===== src/rtl/irq_arb_pkg.sv =====
package irq_arb_pkg;

  typedef enum logic [1:0] {
    CLS_NONE = 2'd0,
    CLS_MCHK = 2'd1,
    CLS_EXT  = 2'd2,
    CLS_IO   = 2'd3
  } irq_cls_e;

  localparam int          CODE_W          = 64;
  localparam int          EXT_CODE_W      = 16;
  localparam logic [15:0] EXT_CODE_CLKCMP = 16'h1004;
  localparam logic [15:0] EXT_CODE_CPUTMR = 16'h1005;
  localparam logic [63:0] MCHK_CODE       = 64'h00400f1d_40330000;

endpackage


===== src/rtl/irq_depth_ctr.sv =====
module irq_depth_ctr #(
  parameter int DEPTH_W = 3
) (
  input  logic clk,
  input  logic rst_n,
  input  logic push,
  input  logic pop,
  output logic nonempty,
  output logic last_one,
  output logic ovf_hit
);

  localparam logic [DEPTH_W-1:0] FULL = '1;
  localparam logic [DEPTH_W-1:0] ONE  = DEPTH_W'(1);

  logic [DEPTH_W-1:0] cnt_q;
  logic [DEPTH_W-1:0] cnt_d;
  logic               cnt_en;

  always_comb begin
    cnt_d   = cnt_q;
    ovf_hit = 1'b0;
    case ({push, pop})
      2'b10: begin
        if (cnt_q == FULL) ovf_hit = 1'b1;
        else               cnt_d   = cnt_q + ONE;
      end
      2'b01: begin
        if (cnt_q != '0) cnt_d = cnt_q - ONE;
      end
      default: ;
    endcase
    cnt_en = (cnt_d != cnt_q);
  end

  always_ff @(posedge clk or negedge rst_n) begin
    if (!rst_n)      cnt_q <= '0;
    else if (cnt_en) cnt_q <= cnt_d;
  end

  assign nonempty = (cnt_q != '0);
  assign last_one = (cnt_q == ONE);

endmodule


===== src/rtl/io_subclass_pick.sv =====
module io_subclass_pick #(
  parameter int NUM_SUB = 8,
  parameter int IDX_W   = 3
) (
  input  logic [NUM_SUB-1:0] enabled,
  input  logic [NUM_SUB-1:0] nonempty,
  output logic               found,
  output logic [IDX_W-1:0]   idx,
  output logic [NUM_SUB-1:0] grant
);

  // lowest index wins
  always_comb begin
    found = 1'b0;
    idx   = '0;
    grant = '0;
    for (int s = 0; s < NUM_SUB; s++) begin
      if (!found && enabled[s] && nonempty[s]) begin
        found    = 1'b1;
        idx      = IDX_W'(s);
        grant[s] = 1'b1;
      end
    end
  end

endmodule


===== src/rtl/irq_class_sel.sv =====
module irq_class_sel
  import irq_arb_pkg::*;
#(
  parameter int IDX_W = 3
) (
  input  logic                  deliver_req,
  input  logic                  sync_hold,
  input  logic                  mask_mchk,
  input  logic                  mask_ext,
  input  logic                  mask_io,
  input  logic                  mchk_report_en,
  input  logic                  mchk_ne,
  input  logic                  ext_ne,
  input  logic                  clk_cmp_pend,
  input  logic                  cpu_tmr_pend,
  input  logic                  io_pend,
  input  logic                  io_found,
  input  logic [IDX_W-1:0]      io_idx,
  input  logic [EXT_CODE_W-1:0] ext_head_code,
  output logic                  take,
  output irq_cls_e              cls,
  output logic [CODE_W-1:0]     code,
  output logic                  pop_mchk,
  output logic                  pop_ext,
  output logic                  clr_clk_cmp,
  output logic                  clr_cpu_tmr,
  output logic                  pop_io,
  output logic                  io_scan
);

  logic arb_open;
  assign arb_open = deliver_req && !sync_hold;

  always_comb begin
    take        = 1'b0;
    cls         = CLS_NONE;
    code        = '0;
    pop_mchk    = 1'b0;
    pop_ext     = 1'b0;
    clr_clk_cmp = 1'b0;
    clr_cpu_tmr = 1'b0;
    pop_io      = 1'b0;
    io_scan     = 1'b0;
    if (arb_open) begin
      if (mask_mchk && mchk_ne) begin
        // selected class blocks lower classes even when not reportable
        if (mchk_report_en) begin
          take     = 1'b1;
          cls      = CLS_MCHK;
          code     = MCHK_CODE;
          pop_mchk = 1'b1;
        end
      end else if (mask_ext && (ext_ne || clk_cmp_pend || cpu_tmr_pend)) begin
        take = 1'b1;
        cls  = CLS_EXT;
        if (ext_ne) begin
          pop_ext = 1'b1;
          code    = CODE_W'(ext_head_code);
        end else if (clk_cmp_pend) begin
          clr_clk_cmp = 1'b1;
          code        = CODE_W'(EXT_CODE_CLKCMP);
        end else begin
          clr_cpu_tmr = 1'b1;
          code        = CODE_W'(EXT_CODE_CPUTMR);
        end
      end else if (mask_io && io_pend) begin
        io_scan = 1'b1;
        if (io_found) begin
          take   = 1'b1;
          cls    = CLS_IO;
          code   = CODE_W'(io_idx);
          pop_io = 1'b1;
        end
      end
    end
  end

endmodule


===== src/rtl/irq_class_arbiter.sv =====
module irq_class_arbiter
  import irq_arb_pkg::*;
#(
  parameter int NUM_SUB = 8,
  parameter int DEPTH_W = 3
) (
  input  logic               clk,
  input  logic               rst_n,
  input  logic               sync_hold,
  input  logic               deliver_req,
  input  logic               mask_mchk,
  input  logic               mask_ext,
  input  logic               mask_io,
  input  logic [NUM_SUB-1:0] io_sub_mask,
  input  logic               mchk_report_en,
  input  logic               push_mchk,
  input  logic               push_ext,
  input  logic [15:0]        ext_head_code,
  input  logic [NUM_SUB-1:0] push_io,
  input  logic               clk_cmp_pulse,
  input  logic               cpu_tmr_pulse,
  output logic               irq,
  output logic               dlv_valid,
  output logic [1:0]         dlv_class,
  output logic [63:0]        dlv_code,
  output logic               ovf_err
);

  localparam int IDX_W = (NUM_SUB > 1) ? $clog2(NUM_SUB) : 1;

  // reset: asserted asynchronously, released on the clock
  logic [1:0] rst_pipe;
  logic       rst_n_s;

  always_ff @(posedge clk or negedge rst_n) begin
    if (!rst_n) rst_pipe <= '0;
    else        rst_pipe <= {rst_pipe[0], 1'b1};
  end
  assign rst_n_s = rst_pipe[1];

  // queue depth counters
  logic               mchk_ne, mchk_last, mchk_ovf, pop_mchk;
  logic               ext_ne, ext_last, ext_ovf, pop_ext;
  logic [NUM_SUB-1:0] io_ne, io_last, io_ovf, io_pop, io_grant;

  irq_depth_ctr #(.DEPTH_W(DEPTH_W)) u_mchk_ctr (
    .clk(clk), .rst_n(rst_n_s), .push(push_mchk), .pop(pop_mchk),
    .nonempty(mchk_ne), .last_one(mchk_last), .ovf_hit(mchk_ovf)
  );

  irq_depth_ctr #(.DEPTH_W(DEPTH_W)) u_ext_ctr (
    .clk(clk), .rst_n(rst_n_s), .push(push_ext), .pop(pop_ext),
    .nonempty(ext_ne), .last_one(ext_last), .ovf_hit(ext_ovf)
  );

  for (genvar s = 0; s < NUM_SUB; s++) begin : g_io_q
    irq_depth_ctr #(.DEPTH_W(DEPTH_W)) u_io_ctr (
      .clk(clk), .rst_n(rst_n_s), .push(push_io[s]), .pop(io_pop[s]),
      .nonempty(io_ne[s]), .last_one(io_last[s]), .ovf_hit(io_ovf[s])
    );
  end

  // subclass scan
  logic             io_found;
  logic [IDX_W-1:0] io_idx;

  io_subclass_pick #(.NUM_SUB(NUM_SUB), .IDX_W(IDX_W)) u_pick (
    .enabled(io_sub_mask), .nonempty(io_ne),
    .found(io_found), .idx(io_idx), .grant(io_grant)
  );

  // class selection
  logic              clk_cmp_q, cpu_tmr_q, io_pend_q;
  logic              take, clr_clk_cmp, clr_cpu_tmr, pop_io, io_scan;
  irq_cls_e          sel_cls;
  logic [CODE_W-1:0] sel_code;

  irq_class_sel #(.IDX_W(IDX_W)) u_sel (
    .deliver_req(deliver_req), .sync_hold(sync_hold),
    .mask_mchk(mask_mchk), .mask_ext(mask_ext), .mask_io(mask_io),
    .mchk_report_en(mchk_report_en),
    .mchk_ne(mchk_ne), .ext_ne(ext_ne),
    .clk_cmp_pend(clk_cmp_q), .cpu_tmr_pend(cpu_tmr_q), .io_pend(io_pend_q),
    .io_found(io_found), .io_idx(io_idx), .ext_head_code(ext_head_code),
    .take(take), .cls(sel_cls), .code(sel_code),
    .pop_mchk(pop_mchk), .pop_ext(pop_ext),
    .clr_clk_cmp(clr_clk_cmp), .clr_cpu_tmr(clr_cpu_tmr),
    .pop_io(pop_io), .io_scan(io_scan)
  );

  assign io_pop = pop_io ? io_grant : '0;

  // every subclass empty once this cycle's pop lands
  logic io_drained;
  always_comb begin
    io_drained = 1'b1;
    for (int s = 0; s < NUM_SUB; s++) begin
      if (io_ne[s] && !(io_last[s] && io_pop[s])) io_drained = 1'b0;
    end
  end

  // next state
  logic              clk_cmp_d, cpu_tmr_d, io_pend_d, ovf_d;
  logic              dlv_valid_q;
  irq_cls_e          dlv_cls_q, dlv_cls_d;
  logic [CODE_W-1:0] dlv_code_q;
  logic              code_en;

  always_comb begin
    clk_cmp_d = clk_cmp_pulse | (clk_cmp_q & ~clr_clk_cmp);
    cpu_tmr_d = cpu_tmr_pulse | (cpu_tmr_q & ~clr_cpu_tmr);
    io_pend_d = (|push_io) | (io_pend_q & ~(io_scan & io_drained));
    ovf_d     = ovf_err | mchk_ovf | ext_ovf | (|io_ovf);
    dlv_cls_d = take ? sel_cls : CLS_NONE;
    code_en   = take;
  end

  // registers
  always_ff @(posedge clk or negedge rst_n_s) begin
    if (!rst_n_s) begin
      clk_cmp_q   <= 1'b0;
      cpu_tmr_q   <= 1'b0;
      io_pend_q   <= 1'b0;
      ovf_err     <= 1'b0;
      dlv_valid_q <= 1'b0;
      dlv_cls_q   <= CLS_NONE;
    end else begin
      clk_cmp_q   <= clk_cmp_d;
      cpu_tmr_q   <= cpu_tmr_d;
      io_pend_q   <= io_pend_d;
      ovf_err     <= ovf_d;
      dlv_valid_q <= take;
      dlv_cls_q   <= dlv_cls_d;
    end
  end

  always_ff @(posedge clk or negedge rst_n_s) begin
    if (!rst_n_s)     dlv_code_q <= '0;
    else if (code_en) dlv_code_q <= sel_code;
  end

  assign dlv_valid = dlv_valid_q;
  assign dlv_class = dlv_cls_q;
  assign dlv_code  = dlv_code_q;

  assign irq = (mask_mchk & mchk_ne)
             | (mask_ext & (ext_ne | clk_cmp_q | cpu_tmr_q))
             | (mask_io & io_pend_q);

endmodule


===== config.mk =====
export PLATFORM = sky130hd
export DESIGN_NAME = irq_class_arbiter
export DESIGN_NICKNAME = d
export VERILOG_FILES = /design/src/rtl/irq_arb_pkg.sv /design/src/rtl/irq_depth_ctr.sv /design/src/rtl/io_subclass_pick.sv /design/src/rtl/irq_class_sel.sv /design/src/rtl/irq_class_arbiter.sv
export SDC_FILE = /design/constraint.sdc
export NUM_CORES = 1
export LEC_CHECK = 0
export ABC_AREA = 0
export BUFFER_PORTS_ARGS = -buffer_cell sky130_fd_sc_hd__buf_2
export CAP_MARGIN = 10
export CORE_MARGIN = 5
export CORE_UTILIZATION = 34
export CTS_CLUSTER_DIAMETER = 80
export DETAILED_ROUTE_END_ITERATION = 6
export GPL_TIMING_DRIVEN = 0
export PLACE_DENSITY = 0.57
export SYNTH_ARGS = -nofsm -noshare
export SYNTH_HDL_FRONTEND = slang
export SYNTH_HIERARCHICAL = 1
export SYNTH_SLANG_ARGS = --single-unit

===== constraint.sdc =====
create_clock -name clk -period 7.7 [get_ports clk]
set_input_delay 0.385 -clock clk [delete_from_list [all_inputs] [get_ports clk]]
set_output_delay 0.385 -clock clk [all_outputs]
set_load 0.03 [all_outputs]

==> metrics.md, run 1 <==
| Metric | Value |
|---|---|
| Area after DPL | `7819 sq um` |
| CP arrival | `between 3 and 4 ns` |
| Final Setup Violations | `0` |
| Fin worst setup slack | `approximately 4 ns` |
| Final period util | `roughly 49%` |
| Maximum vdd drop | `around 0.13 mV` |
| Clk pin slew, worst setup/hold paths | `around 0.080 ns` |
| Worst hold-check slack | `approximately 0.21 ns` |
| Register-to-register setup slack | `roughly 3.9 ns` |
| CP Launch Type | `flop` |
| Worst min-delay path category | `input port to flop` |
| Critical Path End Type | `flop` |
| Worst-Skew Late Latency | `between 0.3 and 0.4 ns` |
| GR Util All Layers | `13.31%` |
| Max Fclk | `~270 MHz` |
| Switch Pwr | `about 0.92 mW` |
| GPL Wtd Cong | `around 0.83` |
| Die area | `approximately 23,000 sq um` |
| Layout cell share with drive strength beyond 1 | `roughly 36%` |
| Logic pwr share | `between 40% and 50%` |
| Buffers from clock root to sink, at most | `2` |
| Register area | `2581 sq um` |
| Yosys warning count | `6` |
| Area of the multi-input gates | `between 3000 and 4000 sq um` |
| Setup TNS | `0 ns` |
| Status | `finished, final reports clean` |
| Post-CTS Setup Bufs | `0` |
| CTS Hold Bufs | `1` |
| Pwr Total | `2.246 mW` |
| Clk_skew | `about 0.0096 ns` |
| Routing usage on met3 | `roughly 3%` |
| Port bufs | `112` |
| DRT Pass-1 Iters | `4` |
| Cells along the critical path | `inv_1 > ha_1 > nand2b_4 > a22oi_1 > nand4_1 > and3_1 > nor4b_4 > clkbuf_2 > and2_1 > inv_1 > ha_1 > and3_2 > nor4_1 > nand3_1` |
| Commonest non-fill, non-tap cell in the layout | `buf_2` |
| Initial antenna violation count | `3` |
| Slowest CP cell | `nor4b_4` |
| Post-DP HPWL | `11,500 microns` |
| FF-to-FF path depth | `14` |
| Leak | `about 4 nW` |
| Part of the power in registers | `34.5%` |
| Drt wl/cell | `between 10 and 15 microns` |
| RSZ-0062 raised after global routing | `no` |
| CTS Sinks | `103` |
| Finished Cell Area | `~8100 sq um` |
| Area growth syn-to-layout | `19.96%` |
| Tmin final | `3.763 ns` |
| Final antenna-violating net count | `0` |
| Core box area | `19,530 sq um` |
| Total vias in the final route | `4,977` |
| Drt total wl | `about 15,000 microns` |
| Die height | `151.1 microns` |
| Syn avg cell area | `a little over 10 sq um` |
| Busiest grt layer | `met2` |
| CP peak stage delay | `around 0.52 ns` |
| Cell depth of the worst min-delay path | `2` |
| Vias in the first global route | `~4,800` |
| Sw frac | `41.06%` |
| Place WS | `roughly 4 ns` |
| Vias per Instance | `~4.6` |
| Post-CTS sizing | `0` |
| Initial DRC Count | `217` |
| Cts bufs inserted | `9` |
| Power per cell area | `about 280 nW/um^2` |
| Drt drc | `0` |
| Grt total ovfl | `0` |
| Global-route wire length before repair | `approximately 24,000 microns` |
| Final std cells w/o fill | `approximately 1,100` |
| Row cnt | `51` |
| Clock Power Share | `between 20% and 30%` |
| Max Slew Vio Count | `0` |
| Fill count | `1,980` |
| I/O pin cnt | `about 110` |
| Worst slew margin | `between 40 and 50%` |
| Leading cell types in the layout, fill and taps excluded | `buf_2, dfrtp_1, inv_1` |
| Final-stage net count | `~920` |
| Fin. Hold Viols | `0` |
| Met2 GRT Util | `between 20% and 30%` |
| Post-Syn Instances | `656` |
| Max-cap violation count | `0` |
| Internal Pwr Total | `roughly 1.3 mW` |
| CP max FO | `10` |
| Initial core utilization | `between 30% and 40%` |
| Finished Core Util | `between 40% and 50%` |
| Kind of critical path | `flop to flop` |
| Post-Place Cells | `1,067` |
| Largest net degree at the start of global routing | `56` |
| Grt met1 use | `17.41%` |
| Clock root cell | `clkbuf_16` |
| Worst Tran Pin Value | `around 0.76 ns` |
| Die width | `about 150 microns` |
| H-tree levels | `3` |
| Worst Path Required | `between 7 and 8 ns` |
| Mapped Area | `roughly 6800 sq um` |
| CTS tree | `built` |
==> final cells by class <==
cell class | count | area share (%)
well taps | 265 | 4.082
plain buffers | 67 | 6.331
clock inverters | 7 | 0.7856
multi-input cells | 453 | 43.78
clock buffers | 9 | 2.773
repair buffers | 114 | 7.363
diodes | 2 | 0.06161
flip-flops and latches | 103 | 31.78
inverters | 66 | 3.050
==> per-layer routing <==
metal  wire, microns  up-vias  share of wire [%]
li1                -     2528                  -
met1            6797     2334                 46
met2            7109       92                 48
met3             668       21                4.5
met4             330        2                2.2
met5              20        -               0.13
==> power groups by stage <==
stage | clock network (mW) | registers, mW | logic [mW]
2_1_floorplan | 0 | 1.02 | 0.533
3_3_place_gp | 0 | 0.791 | 1.01
3_5_place_dp | 0 | 0.790 | 1.03
4_1_cts | 0.471 | 0.779 | 1.03
5_1_grt | 0.493 | 0.799 | 1.12
6_report | 0.451 | 0.776 | 1.02
==> worst paths after layout <==
kind | start | endpoint
setup / recovery | g_io_q[4].u_io_ctr/cnt_q[0]$_DFFE_PN0P_ | ovf_err$_DFF_PN0_
hold / removal | clk_cmp_pulse | clk_cmp_q$_DFF_PN0_
setup reg to reg | g_io_q[4].u_io_ctr/cnt_q[0]$_DFFE_PN0P_ | ovf_err$_DFF_PN0_
hold reg to reg | rst_pipe[0]$_DFF_PN0_ | rst_pipe[1]$_DFF_PN0_
max in group asynchronous | rst_pipe[1]$_DFF_PN0_ | dlv_code[48]$_DFFE_PN0P_
min in group asynchronous | rst_n | rst_pipe[1]$_DFF_PN0_
==> sequential cells by signal, indices dropped and copies added (netlist names) <==
signal / cells
g_io_q.u_io_ctr/cnt_q: 24
cpu_tmr_q: 1
dlv_code: 64
u_ext_ctr/cnt_q: 3
rst_pipe: 2
ovf_err: 1
dlv_class: 2
u_mchk_ctr/cnt_q: 3
dlv_valid: 1
clk_cmp_q: 1
io_pend_q: 1
==> worst max-delay path: cells and delay by family (launching register included) <==
| kind | cells | cell delay (ns) |
|---|---|---|
| flops | 1 | 0.46 |
| compound gates | 1 | 0.14 |
| simple gates | 8 | 2.05 |
| fa+ha+maj | 2 | 0.50 |
| buf+inv | 3 | 0.48 |
(Power assumes the default switching activity.)
==> run 2: changes to the inputs <==
--- a/config.mk
+++ b/config.mk
@@ -5,7 +5,7 @@
 export SDC_FILE = /design/constraint.sdc
 export NUM_CORES = 1
 export LEC_CHECK = 0
-export ABC_AREA = 0
+export ABC_AREA = 1
 export BUFFER_PORTS_ARGS = -buffer_cell sky130_fd_sc_hd__buf_2
 export CAP_MARGIN = 10
 export CORE_MARGIN = 5
@@ -13,7 +13,7 @@
 export CTS_CLUSTER_DIAMETER = 80
 export DETAILED_ROUTE_END_ITERATION = 6
 export GPL_TIMING_DRIVEN = 0
-export PLACE_DENSITY = 0.57
+export PLACE_DENSITY = 0.58
 export SYNTH_ARGS = -nofsm -noshare
 export SYNTH_HDL_FRONTEND = slang
 export SYNTH_HIERARCHICAL = 1
==> constraint.sdc (replaced) <==
create_clock -name clk -period 3.4 [get_ports clk]
set_input_delay 0.17 -clock clk [delete_from_list [all_inputs] [get_ports clk]]
set_output_delay 0.17 -clock clk [all_outputs]
set_load 0.03 [all_outputs]
==> run 2 against run 1 <==
Compared with the run above:
- sequential share of layout area fell by 1.6 points
- count of clock-buffer cells in the layout increased by 4
- core utilization decreased by 0.64 points
- highest routed layer is now met4
- flip-flop and latch count unchanged
- total power up 140%
- area after synthesis rose by 5.9%
- non-clock buffer count is the same
- register-to-register slack worse by 3.6 ns
- via count is 4.6% higher
- hold slack lost 0.18 ns
- die area rose by 5.5%
==> metrics.md, run 2 <==
| Metric | Value |
|---|---|
| Initial core utilization | `approximately a third` |
| Commonest non-fill, non-tap cell in the layout | `nand2_1` |
| Finished Core Util | `a little over 40%` |
| Drt drc | `0` |
| Die height | `between 150 and 200 microns` |
| N_diodes | `0` |
| Yosys warning count | `6` |
| H-tree levels | `3` |
| Hold path start | `clk_cmp_pulse` |
| CP max FO | `10` |
| Port bufs | `about 110` |
| Power per cell area | `roughly 620 nW/um^2` |
| Global-route wire length before repair | `roughly 25,000 microns` |
| Final antenna-violating net count | `0` |
| Final Setup Violations | `0` |
| Status | `finished, final reports clean` |
| Tmin final | `3.026 ns` |
| Clock root cell | `clkbuf_16` |
| Fin. Hold Viols | `0` |
| Final-stage net count | `between 1,000 and 1,500` |
| Worst Tran Pin Value | `0.6769 ns` |
| Cells along the critical path | `inv_1 > ha_1 > nand2_4 > nor2_4 > nand2_1 > nand2_2 > nand3_1 > inv_1 > buf_6 > nand2_1 > inv_1 > inv_1 > ha_1 > nand3_1 > inv_1 > nor4_1 > nand3_1` |
| Buffers from clock root to sink, at most | `2` |
| Launch point of the worst path | `u_ext_ctr/cnt_q[0]$_DFFE_PN0P_` |
| Initial antenna violation count | `0` |
| Mapped Area | `roughly 7000 sq um` |
| Post-DP HPWL | `~12,000 microns` |
| Initial DRC Count | `approximately 170` |
| Cell depth of the worst min-delay path | `2` |
| Max Slew Vio Count | `0` |
| Final period util | `approximately nine tenths` |
| Die area | `24,090 sq um` |
| Register-to-register setup slack | `around 0.37 ns` |
| Core box area | `~21,000 sq um` |
| RR Endpoint | `ovf_err$_DFF_PN0_` |
| Crit-path leading delay family | `simple AND/OR/NAND/NOR gates` |
| Row cnt | `between 50 and 60` |
| Hold path endpoint | `clk_cmp_q$_DFF_PN0_` |
| Finished Cell Area | `around 8600 sq um` |
| Slowest CP cell | `nor4_1` |
| CP Buf/Inv Count | `6` |
| Post-Syn Instances | `roughly 810` |
| Largest register FFs | `between 60 and 70` |
| CP Launch Type | `flop` |
| Worst slew margin | `54.87%` |
| CP arrival | `3.23 ns` |
| Worst Path Required | `between 3 and 4 ns` |
| Cts bufs inserted | `9` |
| Vias per Instance | `roughly 4.2` |
| Leak | `between 4 and 5 nW` |
| Area after DPL | `about 8200 sq um` |
| GPL Wtd Cong | `~0.84` |
| Kind of critical path | `flop to flop` |
| Max Fclk | `about 330 MHz` |
| Critical Path End Type | `flop` |
| CP dominant cell by count | `inv_1` |
| Drt wl/cell | `around 12 microns` |
| RSZ-0062 raised after global routing | `no` |
| Maximum vdd drop | `about 0.28 mV` |
| Clk pin slew, worst setup/hold paths | `about 0.07 ns` |
| Leading cell types in the layout, fill and taps excluded | `nand2_1, inv_1, buf_2` |
| Pwr Total | `~5.3 mW` |
| Grt total ovfl | `0` |
| Syn avg cell area | `between 8 and 9 sq um` |
| Layout cell share with drive strength beyond 1 | `between 30 and 40%` |
| CTS Sinks | `~100` |
| Worst reg2reg startpoint | `u_ext_ctr/cnt_q[0]$_DFFE_PN0P_` |
| CTS tree | `built` |
| Clk_skew | `around 0.013 ns` |
| Vias in the first global route | `around 5,000` |
| Total vias in the final route | `5,204` |
| I/O pin cnt | `113` |
| Die width | `155.2 microns` |
| Worst min-delay path category | `input port to flop` |
| FF-to-FF path depth | `17` |
| Post-CTS sizing | `0` |
| Max-cap violation count | `0` |
| GR Util All Layers | `around an eighth` |
| CP peak stage delay | `0.41 ns` |
| DRT Pass-1 Iters | `4` |
| Drt total wl | `about 15,000 microns` |
| Worst-Skew Late Latency | `around 0.35 ns` |
| Largest net degree at the start of global routing | `56` |
| Area growth syn-to-layout | `19.36%` |
run 2: metrics by stage:
stage / TNS (ns) / setup WS (ns) / hold WS [ns] / instances
6_report: 0 / 0.3742 / 0.03173 / 1253
5_1_grt: 0 / 0.07389 / 0.01521 / 1253
4_1_cts: 0 / 0.2771 / 0.01707 / 1253
3_5_place_dp: 0 / 0.2957 / -0.04281 / 1235
3_3_place_gp: -121.39 / -1.211 / -0.04403 / 1234
2_1_floorplan: 0 / 0.3183 / -0.1256 / 847
run 2: per-layer routing:
layer	GRT usage [%]	vias up	routed length [microns]
li1	-	2754	-
met1	16.87	2367	7196
met2	20.71	71	7027
met3	2.420	12	494
met4	3.210	0	171
met5	0	-	0
run 2: cell type report:
cell class	count	area (sq um)
inverter	142	558.0
buffer	66	546.8
clock inverter	3	47.55
tap	275	344.1
clock buffer	13	260.3
fill	2067	12330
sequential	103	2581
timing repair buffer	115	608.1
multi-input combinational	536	3610
run 2: worst max-delay path by stage:
| stage | slack, ns | to | cells past startpoint |
|---|---|---|---|
| after floorplan | 0.32 | clk_cmp_q$_DFF_PN0_ | 0 |
| after global placement | -1.21 | dlv_code[39]$_DFFE_PN0P_ | 0 |
| after detailed placement | 0.30 | ovf_err$_DFF_PN0_ | 18 |
| after CTS | 0.28 | ovf_err$_DFF_PN0_ | 18 |
| after global routing | 0.07 | ovf_err$_DFF_PN0_ | 17 |
| final | 0.37 | ovf_err$_DFF_PN0_ | 17 |
run 2: report_power, final:
| group | leakage, nW | internal (mW) | switching (mW) |
|---|---|---|---|
| Clock | 0.151 | 0.619 | 0.485 |
| Combinational | 3.53 | 0.983 | 1.43 |
| Sequential | 1.28 | 1.54 | 0.224 |
| Total | 4.96 | 3.15 | 2.14 |
run 2: timing repair:
action                                 4_1_cts  5_1_grt
endpoints found under the hold margin        3        0
hold buffers                                 2        0
setup buffers                                0        0
==> run 3: changes to the inputs <==
==> constraint.sdc (replaced) <==
create_clock -name clk -period 2.7 [get_ports clk]
set_input_delay 0.135 -clock clk [delete_from_list [all_inputs] [get_ports clk]]
set_output_delay 0.135 -clock clk [all_outputs]
set_load 0.03 [all_outputs]
==> run 3 against run 2 <==
Compared with the run above:
- fmax up 19%
- worst setup slack worse by 0.22 ns
- die area unchanged
- non-clock buffer count up 17
- sequential power up 25%
- flip-flop and latch count unchanged
- critical path type unchanged
- largest cell class unchanged
- final area up 3.4%
- total power up 33%
- combinational power up 39%
- via count up 0.25%
==> metrics.md, run 3 (synthesized netlist as in run 2, its figures left out) <==
| Metric | Value |
|---|---|
| Final-stage net count | `about 1,100` |
| Met3 wire len | `roughly 530 microns` |
| Drt total wl | `15,010 microns` |
| Power per cell area | `~800 nW/um^2` |
| Row cnt | `53` |
| N_diodes | `0` |
| Port bufs | `approximately 110` |
| CP Launch Type | `flop` |
| Tmin final | `roughly 2.5 ns` |
| GR Util All Layers | `between 10% and 20%` |
| Status | `finished, final reports clean` |
| Clk pin slew, worst setup/hold paths | `roughly 0.08 ns` |
| Worst-Skew Late Latency | `0.35 ns` |
| Leading cell types in the layout, fill and taps excluded | `nand2_1, buf_2, inv_1` |
| Largest net degree at the start of global routing | `65` |
| CTS tree | `built` |
| Commonest non-fill, non-tap cell in the layout | `nand2_1` |
| Vias in the first global route | `around 5,100` |
| Clock root cell | `clkbuf_16` |
| Global-route wire length before repair | `24,940 microns` |
| Worst slew margin | `between 60% and 70%` |
| Layout cell share with drive strength beyond 1 | `roughly 38%` |
| CTS Sinks | `about 100` |
| Grt total ovfl | `0` |
| Fin. Hold Viols | `0` |
| Core box area | `roughly 21,000 sq um` |
| CP arrival | `around 2.8 ns` |
| Leak | `slightly above 5 nW` |
| Area growth syn-to-layout | `23.42%` |
| Worst Path Required | `about 2.9 ns` |
| Worst Tran Pin Value | `about 0.58 ns` |
| Largest register FFs | `64` |
| Fill count | `around 2,100` |
| Initial core utilization | `about a third` |
| Kind of critical path | `flop to flop` |
| Initial DRC Count | `157` |
| Die area | `~24,000 sq um` |
| Final Setup Violations | `0` |
| Buffers from clock root to sink, at most | `2` |
| Final antenna-violating net count | `0` |
| Post-DP HPWL | `about 12,000 microns` |
| Drt drc | `0` |
| Top sig layer | `met4` |
| Maximum vdd drop | `between 0.3 and 0.4 mV` |
| Pwr Total | `about 7.0 mW` |
| Drt wl/cell | `around 12 microns` |
| Fin worst setup slack | `about 0.15 ns` |
| Metal-1 WL | `approximately 7100 microns` |
| Max Fclk | `between 300 and 400 MHz` |
| Initial antenna violation count | `0` |
| Vias per Instance | `a little over 4` |
| Worst hold-check slack | `between 0.09 and 0.1 ns` |
| Routed wl met2 | `between 7000 and 8000 microns` |
| CP max FO | `10` |
| Worst min-delay path category | `input port to asynchronous set/reset pin` |
| Total vias in the final route | `5,217` |
| Die width | `about 160 microns` |
| DRT Pass-1 Iters | `5` |
| RSZ-0062 raised after global routing | `yes` |
| I/O pin cnt | `113` |
| Max Slew Vio Count | `0` |
| Critical Path End Type | `flop` |
| GPL Wtd Cong | `between 0.8 and 0.9` |
| Final period util | `between 90 and 100%` |
| Cts bufs inserted | `9` |
| Max-cap violation count | `0` |
| Die height | `about 160 microns` |
| H-tree levels | `3` |
| Place WS | `-0.3559 ns` |
| Clk_skew | `about 0.014 ns` |
run 3: area by class of cell:
class                   instances  area (sq um)  share of cell area (%)
plain buffers                  66         546.8                   6.180
repair buffers                132         738.2                   8.344
inverters                     142         564.3                   6.378
clock inverters                 6         92.59                   1.047
flip-flops and latches        103          2581                   29.18
multi-input cells             536          3751                   42.40
clock buffers                  10         229.0                   2.588
well taps                     275         344.1                   3.889
run 3: worst paths after layout:
path,startpoint,endpoint,slack (ns),cells past startpoint
min in group clk,push_io[4],io_pend_q$_DFF_PN0_,0.14,4
min,rst_n,rst_pipe[1]$_DFF_PN0_,0.09,2
min reg2reg,rst_pipe[1]$_DFF_PN0_,g_io_q[6].u_io_ctr/cnt_q[2]$_DFFE_PN0P_,0.33,0
max reg2reg,g_io_q[2].u_io_ctr/cnt_q[0]$_DFFE_PN0P_,dlv_code[6]$_DFFE_PN0P_,0.15,14
max in group asynchronous,rst_pipe[1]$_DFF_PN0_,dlv_code[39]$_DFFE_PN0P_,1.64,1
max,g_io_q[2].u_io_ctr/cnt_q[0]$_DFFE_PN0P_,dlv_code[6]$_DFFE_PN0P_,0.15,14
run 3: through the flow:
| stage | instances | TNS, ns | area (sq um) | util, % |
|---|---|---|---|---|
| after global placement | 1234 | -0.3615 | 8198 | 39.25 |
| after floorplan | 847 | 0 | 7293 | - |
| after CTS | 1259 | 0 | 8668 | 41.50 |
| after detailed placement | 1235 | -0.8842 | 8228 | 39.39 |
| final | 1270 | 0 | 8847 | 42.35 |
| after global routing | 1270 | -0.009038 | 8847 | 42.35 |
run 3: routing by layer:
| layer | GRT usage [%] | vias up |
|---|---|---|
| met2 | 21.39 | 71 |
| met5 | 0 | - |
| li1 | - | 2781 |
| met4 | 3.001 | 0 |
| met3 | 2.643 | 14 |
| met1 | 16.73 | 2351 |
run 3: repair_timing:
action,CTS,global route
pin swaps,3,8
endpoints found under the setup margin,36,36
setup buffers,5,11
hold buffers,3,0
resized for setup,13,26
hold endpoints to repair,4,0
run 3: critical path, cell delays in order, from the launching register on:
cell and delay, ns:
dfrtp_1 0.39, inv_2 0.10, ha_4 0.16, nand2_4 0.07
nand2_4 0.11, nand4_4 0.14, nor2_4 0.17, nand4_1 0.17
nand3_1 0.12, nand2_1 0.07, nand2_2 0.11, nand2_1 0.11
buf_4 0.22, buf_6 0.17, mux2_4 0.30
run 3: report_power, final:
part           internal, mW  switching [mW]  leakage, nW
Sequential             1.94           0.266         1.28
Combinational          1.44            1.93         3.60
Clock                 0.823           0.629        0.155
Total                  4.20            2.82         5.04
